### config.mk
export PLATFORM = sky130hd
export DESIGN_NAME = owr_rom_layer
export DESIGN_NICKNAME = d
export VERILOG_FILES = /design/src/rtl/owr_rom_pkg.sv /design/src/rtl/owr_low_timer.sv /design/src/rtl/owr_id_cmp.sv /design/src/rtl/owr_rom_fsm.sv /design/src/rtl/owr_rom_layer.sv
export SDC_FILE = /design/constraint.sdc
export NUM_CORES = 1
export LEC_CHECK = 0
export CORE_ASPECT_RATIO = 0.75
export CORE_MARGIN = 3
export CORE_UTILIZATION = 57
export DETAILED_ROUTE_END_ITERATION = 10
export DONT_BUFFER_PORTS = 1
export PLACE_DENSITY = 0.75
export SKIP_LAST_GASP = 1
export SYNTH_ARGS = -nofsm -noshare
export SYNTH_HDL_FRONTEND = slang
export SYNTH_SLANG_ARGS = --single-unit
### constraint.sdc
create_clock -name clk -period 2.15 [get_ports clk]
set_input_delay 0.1075 -clock clk [delete_from_list [all_inputs] [get_ports clk]]
set_output_delay 0.1075 -clock clk [all_outputs]
set_load 0.01 [all_outputs]
### src/rtl/owr_rom_pkg.sv
package owr_rom_pkg;

    localparam int CMD_W = 8;

    localparam logic [CMD_W-1:0] OP_READ_ID  = 8'h33;
    localparam logic [CMD_W-1:0] OP_MATCH_ID = 8'h55;

    typedef enum logic [2:0] {
        ST_SILENT = 3'd0,
        ST_RSTLOW = 3'd1,
        ST_GAP    = 3'd2,
        ST_PRES   = 3'd3,
        ST_CMD    = 3'd4,
        ST_SEND   = 3'd5,
        ST_MATCH  = 3'd6,
        ST_SEL    = 3'd7
    } owr_state_e;

endpackage

### src/rtl/owr_low_timer.sv
module owr_low_timer #(
    parameter int RST_CYC = 6000
) (
    input  logic clk,
    input  logic rst_n,
    input  logic line_in,
    output logic long_low
);
    localparam int CW = $clog2(RST_CYC + 1);

    logic [CW-1:0] cnt_d, cnt_q;

    always_comb begin
        cnt_d = cnt_q;
        if (line_in) begin
            cnt_d = '0;
        end else if (cnt_q != CW'(RST_CYC)) begin
            cnt_d = cnt_q + 1'b1;
        end
    end

    always_ff @(posedge clk or negedge rst_n) begin
        if (!rst_n) cnt_q <= '0;
        else        cnt_q <= cnt_d;
    end

    // low has outlasted the threshold
    assign long_low = !line_in && (cnt_q == CW'(RST_CYC));

endmodule

### src/rtl/owr_id_cmp.sv
module owr_id_cmp #(
    parameter int              ID_W  = 64,
    parameter logic [ID_W-1:0] ROM_ID = '0,
    localparam int             IW    = $clog2(ID_W)
) (
    input  logic [IW-1:0] idx,
    input  logic          bit_in,
    output logic          ref_bit,
    output logic          eq
);
    assign ref_bit = ROM_ID[idx];
    assign eq      = (bit_in == ref_bit);
endmodule

### src/rtl/owr_rom_fsm.sv
module owr_rom_fsm
    import owr_rom_pkg::*;
#(
    parameter int PRES_GAP = 1000,
    parameter int PRES_CYC = 4000,
    parameter int ID_W     = 64,
    localparam int IW      = $clog2(ID_W),
    localparam int TMAX    = (PRES_GAP > PRES_CYC) ? PRES_GAP : PRES_CYC,
    localparam int TW      = $clog2(TMAX + 1)
) (
    input  logic          clk,
    input  logic          rst_n,
    input  logic          line_in,
    input  logic          long_low,
    input  logic          bit_valid,
    input  logic          bit_in,
    input  logic          id_eq,
    output owr_state_e    state,
    output logic [IW-1:0] idx
);
    typedef struct packed {
        owr_state_e       st;
        logic [TW-1:0]    tmr;
        logic [IW-1:0]    idx;
        logic [CMD_W-1:0] cmd;
    } fsm_t;

    fsm_t r_d, r_q;
    logic [CMD_W-1:0] cmd_next;

    assign cmd_next = {bit_in, r_q.cmd[CMD_W-1:1]};

    always_comb begin
        r_d = r_q;
        case (r_q.st)
            ST_RSTLOW: begin
                if (line_in) begin
                    r_d.st  = ST_GAP;
                    r_d.tmr = '0;
                end
            end
            ST_GAP: begin
                if (r_q.tmr == TW'(PRES_GAP - 1)) begin
                    r_d.st  = ST_PRES;
                    r_d.tmr = '0;
                end else begin
                    r_d.tmr = r_q.tmr + 1'b1;
                end
            end
            ST_PRES: begin
                if (r_q.tmr == TW'(PRES_CYC - 1)) begin
                    r_d.st  = ST_CMD;
                    r_d.idx = '0;
                    r_d.cmd = '0;
                end else begin
                    r_d.tmr = r_q.tmr + 1'b1;
                end
            end
            ST_CMD: begin
                if (bit_valid) begin
                    r_d.cmd = cmd_next;
                    if (r_q.idx == IW'(CMD_W - 1)) begin
                        r_d.idx = '0;
                        if (cmd_next == OP_READ_ID)       r_d.st = ST_SEND;
                        else if (cmd_next == OP_MATCH_ID) r_d.st = ST_MATCH;
                        else                              r_d.st = ST_SILENT;
                    end else begin
                        r_d.idx = r_q.idx + 1'b1;
                    end
                end
            end
            ST_SEND: begin
                if (bit_valid) begin
                    if (r_q.idx == IW'(ID_W - 1)) r_d.st  = ST_SEL;
                    else                          r_d.idx = r_q.idx + 1'b1;
                end
            end
            ST_MATCH: begin
                if (bit_valid) begin
                    if (!id_eq)                        r_d.st  = ST_SILENT;
                    else if (r_q.idx == IW'(ID_W - 1)) r_d.st  = ST_SEL;
                    else                               r_d.idx = r_q.idx + 1'b1;
                end
            end
            default: ;
        endcase
        // bus reset wins over every state
        if (long_low) begin
            r_d.st = ST_RSTLOW;
        end
    end

    always_ff @(posedge clk or negedge rst_n) begin
        if (!rst_n) begin
            r_q.st  <= ST_SILENT;
            r_q.tmr <= '0;
            r_q.idx <= '0;
            r_q.cmd <= '0;
        end else begin
            r_q <= r_d;
        end
    end

    assign state = r_q.st;
    assign idx   = r_q.idx;

endmodule

### src/rtl/owr_rom_layer.sv
module owr_rom_layer
    import owr_rom_pkg::*;
#(
    parameter int              RST_CYC  = 6000,
    parameter int              PRES_GAP = 1000,
    parameter int              PRES_CYC = 4000,
    parameter int              ID_W     = 64,
    parameter logic [ID_W-1:0] ROM_ID   = 64'hA5123456789ABC2D
) (
    input  logic clk,
    input  logic rst_n,
    input  logic line_in,
    input  logic bit_valid,
    input  logic bit_in,
    output logic tx_req,
    output logic tx_bit,
    output logic selected,
    output logic drv_n
);
    localparam int IW = $clog2(ID_W);

    logic          long_low;
    logic          id_eq;
    logic          ref_bit;
    owr_state_e    state;
    logic [IW-1:0] idx;

    owr_low_timer #(.RST_CYC(RST_CYC)) u_low (
        .clk      (clk),
        .rst_n    (rst_n),
        .line_in  (line_in),
        .long_low (long_low)
    );

    owr_id_cmp #(.ID_W(ID_W), .ROM_ID(ROM_ID)) u_cmp (
        .idx     (idx),
        .bit_in  (bit_in),
        .ref_bit (ref_bit),
        .eq      (id_eq)
    );

    owr_rom_fsm #(.PRES_GAP(PRES_GAP), .PRES_CYC(PRES_CYC), .ID_W(ID_W)) u_fsm (
        .clk       (clk),
        .rst_n     (rst_n),
        .line_in   (line_in),
        .long_low  (long_low),
        .bit_valid (bit_valid),
        .bit_in    (bit_in),
        .id_eq     (id_eq),
        .state     (state),
        .idx       (idx)
    );

    assign tx_req   = (state == ST_SEND);
    assign tx_bit   = (state == ST_SEND) ? ref_bit : 1'b1;
    assign selected = (state == ST_SEL);
    assign drv_n    = (state != ST_PRES);

endmodule

==> flow_summary_export.csv, run 1 <==
group,metric,value,unit
drt,ant_nets,0,
sta,fin_ws,-0.0588,ns
outcome,status,"finished, violations left",
final_layout,final_layout_size_suffix_gt1_frac,0.239,
power_and_ir_drop,p_leak,0.00139,µW
cts,cts_tree,"built",
drt,via_per_inst,5.91,
global_route,grt_util_met1,0.340,
synth,synthTopCellsByArea,"dfrtp_1 (39%), nand2_1 (5.9%), nor2_1 (5.2%)",
sta,slew-limit-headroom,0.667,
drt,drc,0,
sta,finalSetupTns,-0.171,ns
cts,cts_buffers,5,
global_route,grt.total_usage,0.236,
cts,clock-sinks,41,
global_route,grt_pass1_wl,10200,µm
synth,synth_nets,313,
drt,routed_wl,6180,µm
synth,synth_top_area_share,0.392,
global_route,grt_max_degree,42,
sta,finalMaxSlewViolations,0,
synth,synthCells,299,
final_layout,seqCellArea,1030,µm²
drt,routed-via-count,2280,
placed_design,gp_congestion,0.904,
setup_path,startpoint,"u_fsm.idx[0]",
final_layout,area_growth,22.8,%
hold_path,min_path_type,"input port to register",
synth,synth.ff_latch_count,41,
cts,clkTransAtPathRegs,0.08,ns
global_route,grt.met2_usage,0.334,
sta,min_period,2.21,ns
sta,finClkSkew,0.00774,ns
setup_path,reg2reg_from,"u_fsm.idx[0]",
sta,achievable-frequency,453,MHz
floorplanning,rows,20,
final_layout,utilization,0.759,
setup_path,rr_endpoint,"u_fsm.idx[4]",
setup_path,critical_path_class,"register to register",
synth,yosys_warnings,0,
cts,cts-root-buf,"clkbuf_8",
sta,rsz0062_at_grt,"true",
global_route,grt_remaining_overflow,0,
sta,min_period_over_period,1.03,
sta,worst_slew_pin_slew,0.498,ns
synth,yosysUniqueCellTypes,57,
floorplanning,die-area,5450,µm²
final_layout,num-nets-final,344,
drt,drt-initial-drc-count,150,
final_layout,fillCellCount,286,
synth,ys.flop_type,"dfrtp_1",
final_layout,multiInputGateArea,1650,µm²
flow_run,cap_violations,0,
floorplanning,coreArea,4230,µm²
setup_path,worst_ep_arrival_time,2.46,ns
sta,hold_viol_final,0,
synth,ys_seq_area_frac,0.392,
drt,post_drt_wl_per_cell,16.0,µm
cts,cts.htree.levels,2,
global_route,grt_pass1_vias,2119,
setup_path,crit_fanout,6,
global_route,top_usage_layer,"met1",
synth,synth-edff-count,0,
power_and_ir_drop,p_per_area,806,nW/µm²
cts,clock_latency,0.30,ns
floorplanning,dieHeight,64.7,µm
setup_path,cp_num_cells,8,
placed_design,io_buffers,0,
setup_path,max_stage_delay,0.49,ns
sta,setup_violations,6,
final_layout,diodes,0,
setup_path,worstPathCellList,"ha_1 -> buf_4 -> nand2_1 -> nor2b_1 -> a21o_1 -> or3_1 -> a211oi_1 -> a211o_1",
setup_path,rrSetupSlack,-0.06,ns
synth,synth.avg_cell_area,8.75,µm²
setup_path,crit_path_end_kind,"register",
outcome,violations,"setup timing",
drt,drtPass1Iterations,5,
setup_path,cp_num_buf_inv,1,
global_route,antenna_found_initial,0,
synth,yosysTopAreaCell,"dfrtp_1",
floorplanning,initial_core_util,0.619,
global_route,globalRouteMet3Util,0.0750,
setup_path,cpMaxStageDelayCell,"dfrtp_2",
setup_path,crit_end,"u_fsm.idx[4]",
synth,async_flop_share,1.00,
power_and_ir_drop,vdd_drop_max,0.429,mV
floorplanning,pin_count,9,
sta,worst_hold_slack,0.0793,ns
setup_path,required,2.40,ns
floorplanning,die_x,84.2,µm
setup_path,crit_path_start_kind,"register",
setup_path,r2r_cells,8,
placed_design,dpl.hpwl,4030,µm
cts,cts.path.max_buffers,2,
power_and_ir_drop,fin_total_pwr,2590,µW
setup_path,cp_top_family,"compound AO/OA/AOI/OAI gates",
synth,syn-cell-area,2620,µm²
[synthesized netlist by cell type (all sizes together) (2+ instances only)]
master   n
nor2b    4
a31oi    3
dfrtp   41
a211o    5
nor4bb   3
nand4    5
ha       9
mux2     3
nor2    36
or2      3
nor4     2
a21oi   11
nand3b   2
a21o     2
nor3     9
nand2b   4
o221ai   2
xor2    14
clkbuf   4
o22ai    5
buf      8
a211oi   3
nand2   41
nand4b   2
and3     8
nand3   14
inv     12
xnor2    3
o31ai    2
mux2i    2
a221oi   2
or3      4
o21ai   16
[where the power goes]
part           leakage (µW)  switching, µW  internal, µW
Sequential         0.000538            126           875
Clock             0.0000585            273           379
Combinational      0.000795            469           465
[how the worst min path moves through the flow]
| stage | start | to | depth (start not counted) |
|---|---|---|---|
| after floorplan | rst_n | u_fsm.cmd_next[0] | 0 |
| after global placement | rst_n | u_fsm.r_q[22] | 0 |
| after detailed placement | rst_n | u_fsm.r_q[22] | 0 |
| after CTS | line_in | u_fsm.state[2] | 2 |
| after global routing | bit_in | u_fsm.state[2] | 3 |
| final | line_in | u_fsm.state[0] | 3 |
[layout make-up]
| cell class | instances | area share |
|---|---|---|
| clock inverter | 1 | 0.00935 |
| sequential | 41 | 0.320 |
| inverter | 12 | 0.0156 |
| multi-input combinational | 234 | 0.514 |
| clock buffer | 7 | 0.0269 |
| timing repair buffer | 36 | 0.0927 |
| tap | 55 | 0.0214 |
[worst reg2reg max path, cell delays in order, from the launching register on]
cell      delay (ns)
dfrtp_2         0.49
ha_1            0.25
buf_4           0.15
nand2_1         0.15
nor2b_1         0.09
a21o_1          0.19
or3_1           0.36
a211oi_1        0.33
a211o_1         0.15
[cell families (layout without fill, tap and decap cells)]
group,after synthesis,in the layout,synth area share
AOI/OAI and AO/OA,59,59,0.155
muxes,5,5,0.0220
adders and majority gates,9,9,0.0430
buffers and inverters,24,56,0.0416
and+or+nand+nor,144,144,0.286
DFF,41,41,0.392
xor gates and xnor gates,17,17,0.0598
[metal layers]
layer | part of all wire | wire length, µm
met1 | 0.49 | 3020
met2 | 0.44 | 2720
met3 | 0.060 | 371
met4 | 0.011 | 69
met5 | 0 | 0
[flip-flops by register name, indices dropped and copies added (netlist names)]
name	flops
u_fsm.state	3
u_low.cnt_q	13
u_fsm.idx	6
u_fsm.cmd_next	7
u_fsm.r_q	12
[placed cells by master (no fill, tap or decap), types with 3 or more instances in the layout]
cell            n
a21oi_1         9
nand4_1         5
and3_1          8
a31oi_1         3
o21ai_2         3
nand2_1        41
a211o_1         5
inv_1          10
ha_1            5
dfrtp_1        39
o21ai_0        13
ha_4            3
nor3_1          6
xor2_1         13
or3_1           4
o22ai_1         4
nor2_1         35
nor2b_1         4
nor4bb_1        3
nand2b_1        4
buf_4          30
clkbuf_8        6
nand3_1        13
dlygate4sd3_1   3
[through the flow]
step,setup slack [ns],cell area [µm²],instances
global placement,-0.0146,2830,367
CTS,-0.0139,3130,384
finish,-0.0588,3210,386
global route,-0.117,3210,386
detailed placement,-0.0859,2830,367
floorplan,0.00526,2640,299
[what timing repair did]
item / CTS / global route
hold endpoints to repair: 55 / 0
resized for setup: 18 / 16
buffers inserted: 5 / 2
pin swaps: 9 / 12
hold buffers: 4 / 0
endpoints found under the setup margin: 9 / 16
Note: power is estimated with default switching activity, not from simulation.
==> run 2: changes to the inputs <==
RECOVER_POWER = 100   (was not set)
==> flow_summary_export.csv, run 2 (same netlist as run 1, synthesis figures left out) <==
group,metric,value,unit
outcome,status,"finished, violations left",
outcome,violations,"setup timing",
final_layout,fin_cells,386,
final_layout,largest_register,"u_low.cnt_q",
floorplanning,die_x,84.2,µm
drt,ant_nets,0,
setup_path,crit_fanout,6,
hold_path,min_path_type,"input port to register",
setup_path,required,2.33,ns
final_layout,largest_reg_flops,13,
cts,cts-root-buf,"clkbuf_8",
power_and_ir_drop,fin_total_pwr,2590,µW
floorplanning,initial_core_util,0.619,
power_and_ir_drop,p_leak,0.00137,µW
sta,hold_viol_final,0,
power_and_ir_drop,p_per_area,815,nW/µm²
cts,clock_latency,0.30,ns
cts,cts.htree.levels,2,
global_route,grt_remaining_overflow,0,
setup_path,critPathMostFrequentCell,"mux2_4",
setup_path,worstPathCellList,"inv_4 -> ha_4 -> mux2_4 -> o21ai_2 -> a31o_2 -> o22ai_4 -> xor2_4 -> a21o_4 -> mux2_4",
drt,drc,0,
drt,via_per_inst,5.91,
placed_design,dpl.hpwl,4030,µm
cts,cts.path.max_buffers,2,
setup_path,crit_path_start_kind,"register",
drt,drtPass1Iterations,4,
sta,fin_ws,-0.0642,ns
placed_design,post-place-ws,-0.0859,ns
setup_path,reg2reg_from,"u_fsm.idx[0]",
floorplanning,dieHeight,64.7,µm
power_and_ir_drop,vdd_drop_max,0.433,mV
sta,achievable-frequency,452,MHz
floorplanning,rows,20,
global_route,antenna_found_initial,0,
cts,cts_buffers,5,
hold_path,hold_depth,3,
sta,rsz0062_at_grt,"true",
final_layout,fillCellCount,297,
sta,finalMaxSlewViolations,0,
floorplanning,coreArea,4230,µm²
flow_run,cap_violations,0,
sta,finClkSkew,0.00994,ns
power_and_ir_drop,seqPwrFrac,0.387,
setup_path,max_stage_delay,0.49,ns
floorplanning,die-area,5450,µm²
sta,min_period,2.21,ns
sta,slew-limit-headroom,0.325,
power_and_ir_drop,p_clk_frac,0.252,
final_layout,final_layout_size_suffix_gt1_frac,0.227,
power_and_ir_drop,p_int,1720,µW
final_layout,final_cell_mix,"nand2_1 (41), dfrtp_1 (39), nor2_1 (35)",
setup_path,crit_path_end_kind,"register",
power_and_ir_drop,p_sw,869,µW
cts,clock-sinks,41,
setup_path,r2r_cells,9,
sta,worst_hold_slack,0.0792,ns
final_layout,num-nets-final,344,
cts,clkTransAtPathRegs,0.08,ns
setup_path,cpMaxStageDelayCell,"dfrtp_2",
placed_design,gp_congestion,0.904,
power_and_ir_drop,power.share.combinational,0.360,
global_route,grt_pass1_vias,2119,
setup_path,rr_endpoint,"u_fsm.idx[0]",
sta,min_period_over_period,1.03,
drt,routed_wl,6240,µm
sta,setup_violations,5,
sta,worst_slew_pin_slew,1.01,ns
global_route,grt.total_usage,0.236,
drt,routed-via-count,2283,
power_and_ir_drop,switching_share,0.336,
hold_path,worst_hold_path.endpoint,"u_fsm.state[0]",
floorplanning,pin_count,9,
setup_path,worst_ep_arrival_time,2.39,ns
drt,drt-initial-drc-count,156,
cts,cts_tree,"built",
final_layout,area_growth,21.3,%
setup_path,rrSetupSlack,-0.06,ns
placed_design,placed_cells,367,
global_route,grt_max_degree,42,
global_route,grt_pass1_wl,10200,µm
placed_design,io_buffers,0,
drt,post_drt_wl_per_cell,16.2,µm
final_layout,layout_commonest_cell,"nand2_1",
final_layout,final_area,3170,µm²
setup_path,critical_path_class,"register to register",
final_layout,diodes,0,
placed_design,place_area,2830,µm²
hold_path,hold_start,"line_in",
==> run 2: timing repair <==
| action | 4_1_cts | 5_1_grt |
|---|---|---|
| resized for setup | 18 | 16 |
| hold buffers | 4 | 0 |
| setup endpoints to repair | 9 | 16 |
| setup buffers | 5 | 2 |
| endpoints found under the hold margin | 55 | 0 |
| pin swaps | 9 | 12 |
==> run 2: cell type report <==
class	count	area, µm²	share of cell area
clock buffers	7	86.3	0.0272
clock inverters	1	30.0	0.00946
inverters	12	50.0	0.0158
multi-input cells	234	1640	0.517
flip-flops and latches	41	1030	0.324
well taps	55	68.8	0.0217
repair buffers	36	269	0.0848
==> run 2: critical path, delay by kind of cell, from the launching register on <==
kind                     cells  cell delay (ns)
AO/OA/AOI/OAI                4             0.69
multiplexers                 2             0.44
adder cells (fa/ha/maj)      1             0.13
buffers and inverters        1             0.12
XOR/XNOR                     1             0.23
flip-flops                   1             0.49
==> run 2: through the flow <==
step	TNS, ns	utilization
global route	-1.02	0.750
floorplan	0	-
CTS	-0.0139	0.740
global placement	-0.0272	0.669
detailed placement	-0.340	0.669
finish	-0.169	0.750
==> run 2: how the worst max path moves through the flow <==
stage / from / endpoint
3_5_place_dp: u_fsm.idx[0] / u_fsm.idx[0]
3_3_place_gp: u_fsm.idx[1] / u_fsm.idx[0]
4_1_cts: u_fsm.idx[0] / u_fsm.idx[0]
5_1_grt: u_fsm.idx[0] / u_fsm.idx[0]
6_report: u_fsm.idx[0] / u_fsm.idx[0]
2_1_floorplan: u_fsm.idx[1] / u_fsm.idx[0]
==> run 2: power by group through the flow <==
| stage | combinational [µW] | sequential (µW) | clock [µW] |
|---|---|---|---|
| 5_1_grt | 1020 | 1020 | 700 |
| 4_1_cts | 860 | 994 | 663 |
| 6_report | 932 | 1000 | 653 |
| 2_1_floorplan | 519 | 976 | 0 |
| 3_3_place_gp | 684 | 1000 | 0 |
| 3_5_place_dp | 705 | 1010 | 0 |
==> run 2: layer usage <==
layer  GRT usage  up-vias  part of all wire
met2       0.334       67              0.44
met5           0        -                 0
met1       0.340     1082              0.49
li1            -     1126                 -
met3      0.0750        8             0.061
met4      0.0803        0             0.012
==> run 3: changes to the inputs <==
RECOVER_POWER = 50   (was 100)
==> flow_summary_export.csv, run 3 (same netlist as run 1, synthesis figures left out) <==
group,metric,value,unit
setup_path,r2r_cells,8,
power_and_ir_drop,p_per_area,808,nW/µm²
power_and_ir_drop,vdd_drop_max,0.429,mV
global_route,grt_remaining_overflow,0,
floorplanning,die_x,84.2,µm
final_layout,layout_commonest_cell,"nand2_1",
final_layout,num-nets-final,344,
placed_design,place_area,2830,µm²
final_layout,largest_register,"u_low.cnt_q",
setup_path,max_stage_delay,0.49,ns
global_route,grt.total_usage,0.236,
final_layout,final_cell_mix,"nand2_1 (41), dfrtp_1 (39), nor2_1 (35)",
setup_path,reg2reg_from,"u_fsm.idx[0]",
floorplanning,pin_count,9,
outcome,status,"finished, violations left",
setup_path,rr_endpoint,"u_fsm.idx[4]",
floorplanning,die-area,5450,µm²
drt,routed_wl,6250,µm
cts,cts-root-buf,"clkbuf_8",
sta,achievable-frequency,451,MHz
final_layout,final_layout_size_suffix_gt1_frac,0.239,
cts,cts_buffers,5,
final_layout,fillCellCount,288,
floorplanning,coreArea,4230,µm²
sta,hold_viol_final,0,
sta,worst_hold_slack,0.0822,ns
hold_path,min_path_type,"input port to register",
setup_path,worstPathCellList,"ha_1 -> buf_4 -> nand2_1 -> nor2b_1 -> a21o_1 -> or3_1 -> a211oi_1 -> a211o_1",
floorplanning,dieHeight,64.7,µm
drt,via_per_inst,5.95,
sta,setup_violations,6,
power_and_ir_drop,p_leak,0.00139,µW
floorplanning,initial_core_util,0.619,
cts,clkTransAtPathRegs,0.08,ns
sta,worst_slew_pin_slew,1.02,ns
setup_path,crit_fanout,6,
drt,post_drt_wl_per_cell,16.2,µm
cts,cts.htree.levels,2,
final_layout,diodes,0,
setup_path,cpMaxStageDelayCell,"dfrtp_2",
global_route,grt_max_degree,42,
setup_path,crit_end,"u_fsm.idx[4]",
final_layout,largest_reg_flops,13,
final_layout,area_growth,22.2,%
global_route,antenna_found_initial,0,
cts,clock_latency,0.30,ns
floorplanning,rows,20,
cts,cts.path.max_buffers,2,
setup_path,rrSetupSlack,-0.07,ns
global_route,grt_pass1_vias,2119,
sta,slew-limit-headroom,0.323,
placed_design,io_buffers,0,
cts,cts_tree,"built",
sta,min_period_over_period,1.03,
drt,routed-via-count,2295,
drt,drc,0,
setup_path,startpoint,"u_fsm.idx[0]",
sta,finClkSkew,0.00838,ns
outcome,violations,"setup timing",
drt,ant_nets,0,
sta,min_period,2.22,ns
drt,drt-initial-drc-count,160,
setup_path,crit_path_start_kind,"register",
setup_path,worst_ep_arrival_time,2.47,ns
global_route,grt_pass1_wl,10200,µm
final_layout,final_area,3200,µm²
sta,fin_ws,-0.0688,ns
setup_path,critical_path_class,"register to register",
placed_design,dpl.hpwl,4030,µm
flow_run,cap_violations,0,
setup_path,required,2.40,ns
drt,drtPass1Iterations,5,
sta,rsz0062_at_grt,"true",
sta,finalMaxSlewViolations,0,
placed_design,gp_congestion,0.904,
cts,clock-sinks,41,
setup_path,crit_path_end_kind,"register",
## run 3: cell types whose count changed in the layout (fill, tap and decap cells not counted)
cell and delta:
clkbuf_2 -1, or4b_1 -1, buf_4 +5, nor3_4 +1, nor3_2 -1, clkbuf_4 -1, or4b_4 +1, clkbuf_1 -3
## run 3: area by class of cell
class | count | area, µm² | share of cell area
Clock inverter | 1 | 30.0 | 0.00939
Tap cell | 55 | 68.8 | 0.0215
Multi-Input combinational cell | 234 | 1650 | 0.516
Clock buffer | 7 | 86.3 | 0.0270
Inverter | 12 | 50.0 | 0.0157
Timing Repair Buffer | 36 | 283 | 0.0885
Sequential cell | 41 | 1030 | 0.322
## run 3: how the worst min path moves through the flow
stage	startpoint	depth (start not counted)	slack, ns	to
after floorplan	rst_n	0	-0.19	u_fsm.cmd_next[0]
after global placement	rst_n	0	-0.19	u_fsm.r_q[22]
after detailed placement	rst_n	0	-0.19	u_fsm.r_q[22]
after CTS	line_in	2	0.08	u_fsm.state[2]
after global routing	bit_in	3	0.09	u_fsm.state[2]
final	line_in	3	0.08	u_fsm.state[0]
## run 3: stage by stage
stage                     setup TNS, ns  setup WS, ns  utilization  std cells  power [µW]
after global routing             -0.894        -0.117        0.756        386        2740
final                            -0.185       -0.0688        0.756        386        2580
after global placement          -0.0272       -0.0146        0.669        367        1680
after floorplan                       0       0.00526            -        299        1500
after detailed placement         -0.340       -0.0859        0.669        367        1710
after CTS                       -0.0139       -0.0139        0.740        384        2520
## run 3: timing repair
action	CTS	global route
endpoints found under the setup margin	9	16
setup buffers	5	2
endpoints found under the hold margin	55	0
gates resized for setup	18	16
hold buffers	4	0
gates cloned	0	0
pin swaps	9	12
## run 3: worst max-delay path, delay by kind of cell, from the launching register on
kind,cells,cell delay [ns]
buf+inv,1,0.16
flops,1,0.49
compound gates,3,0.67
simple gates,3,0.61
fa+ha+maj,1,0.25
## run 3: metal layers
metal | GRT usage | share of wire
met5 | 0 | 0
met4 | 0.0803 | 0.016
met3 | 0.0750 | 0.058
met2 | 0.334 | 0.44
met1 | 0.340 | 0.48
## run 3: power breakdown
group          internal, µW  total, µW  leakage (µW)  switching (µW)
combinational           462        932      0.000790             470
sequential              875       1000      0.000538             126
clock                   379        651     0.0000585             272
total                  1720       2580       0.00139             868
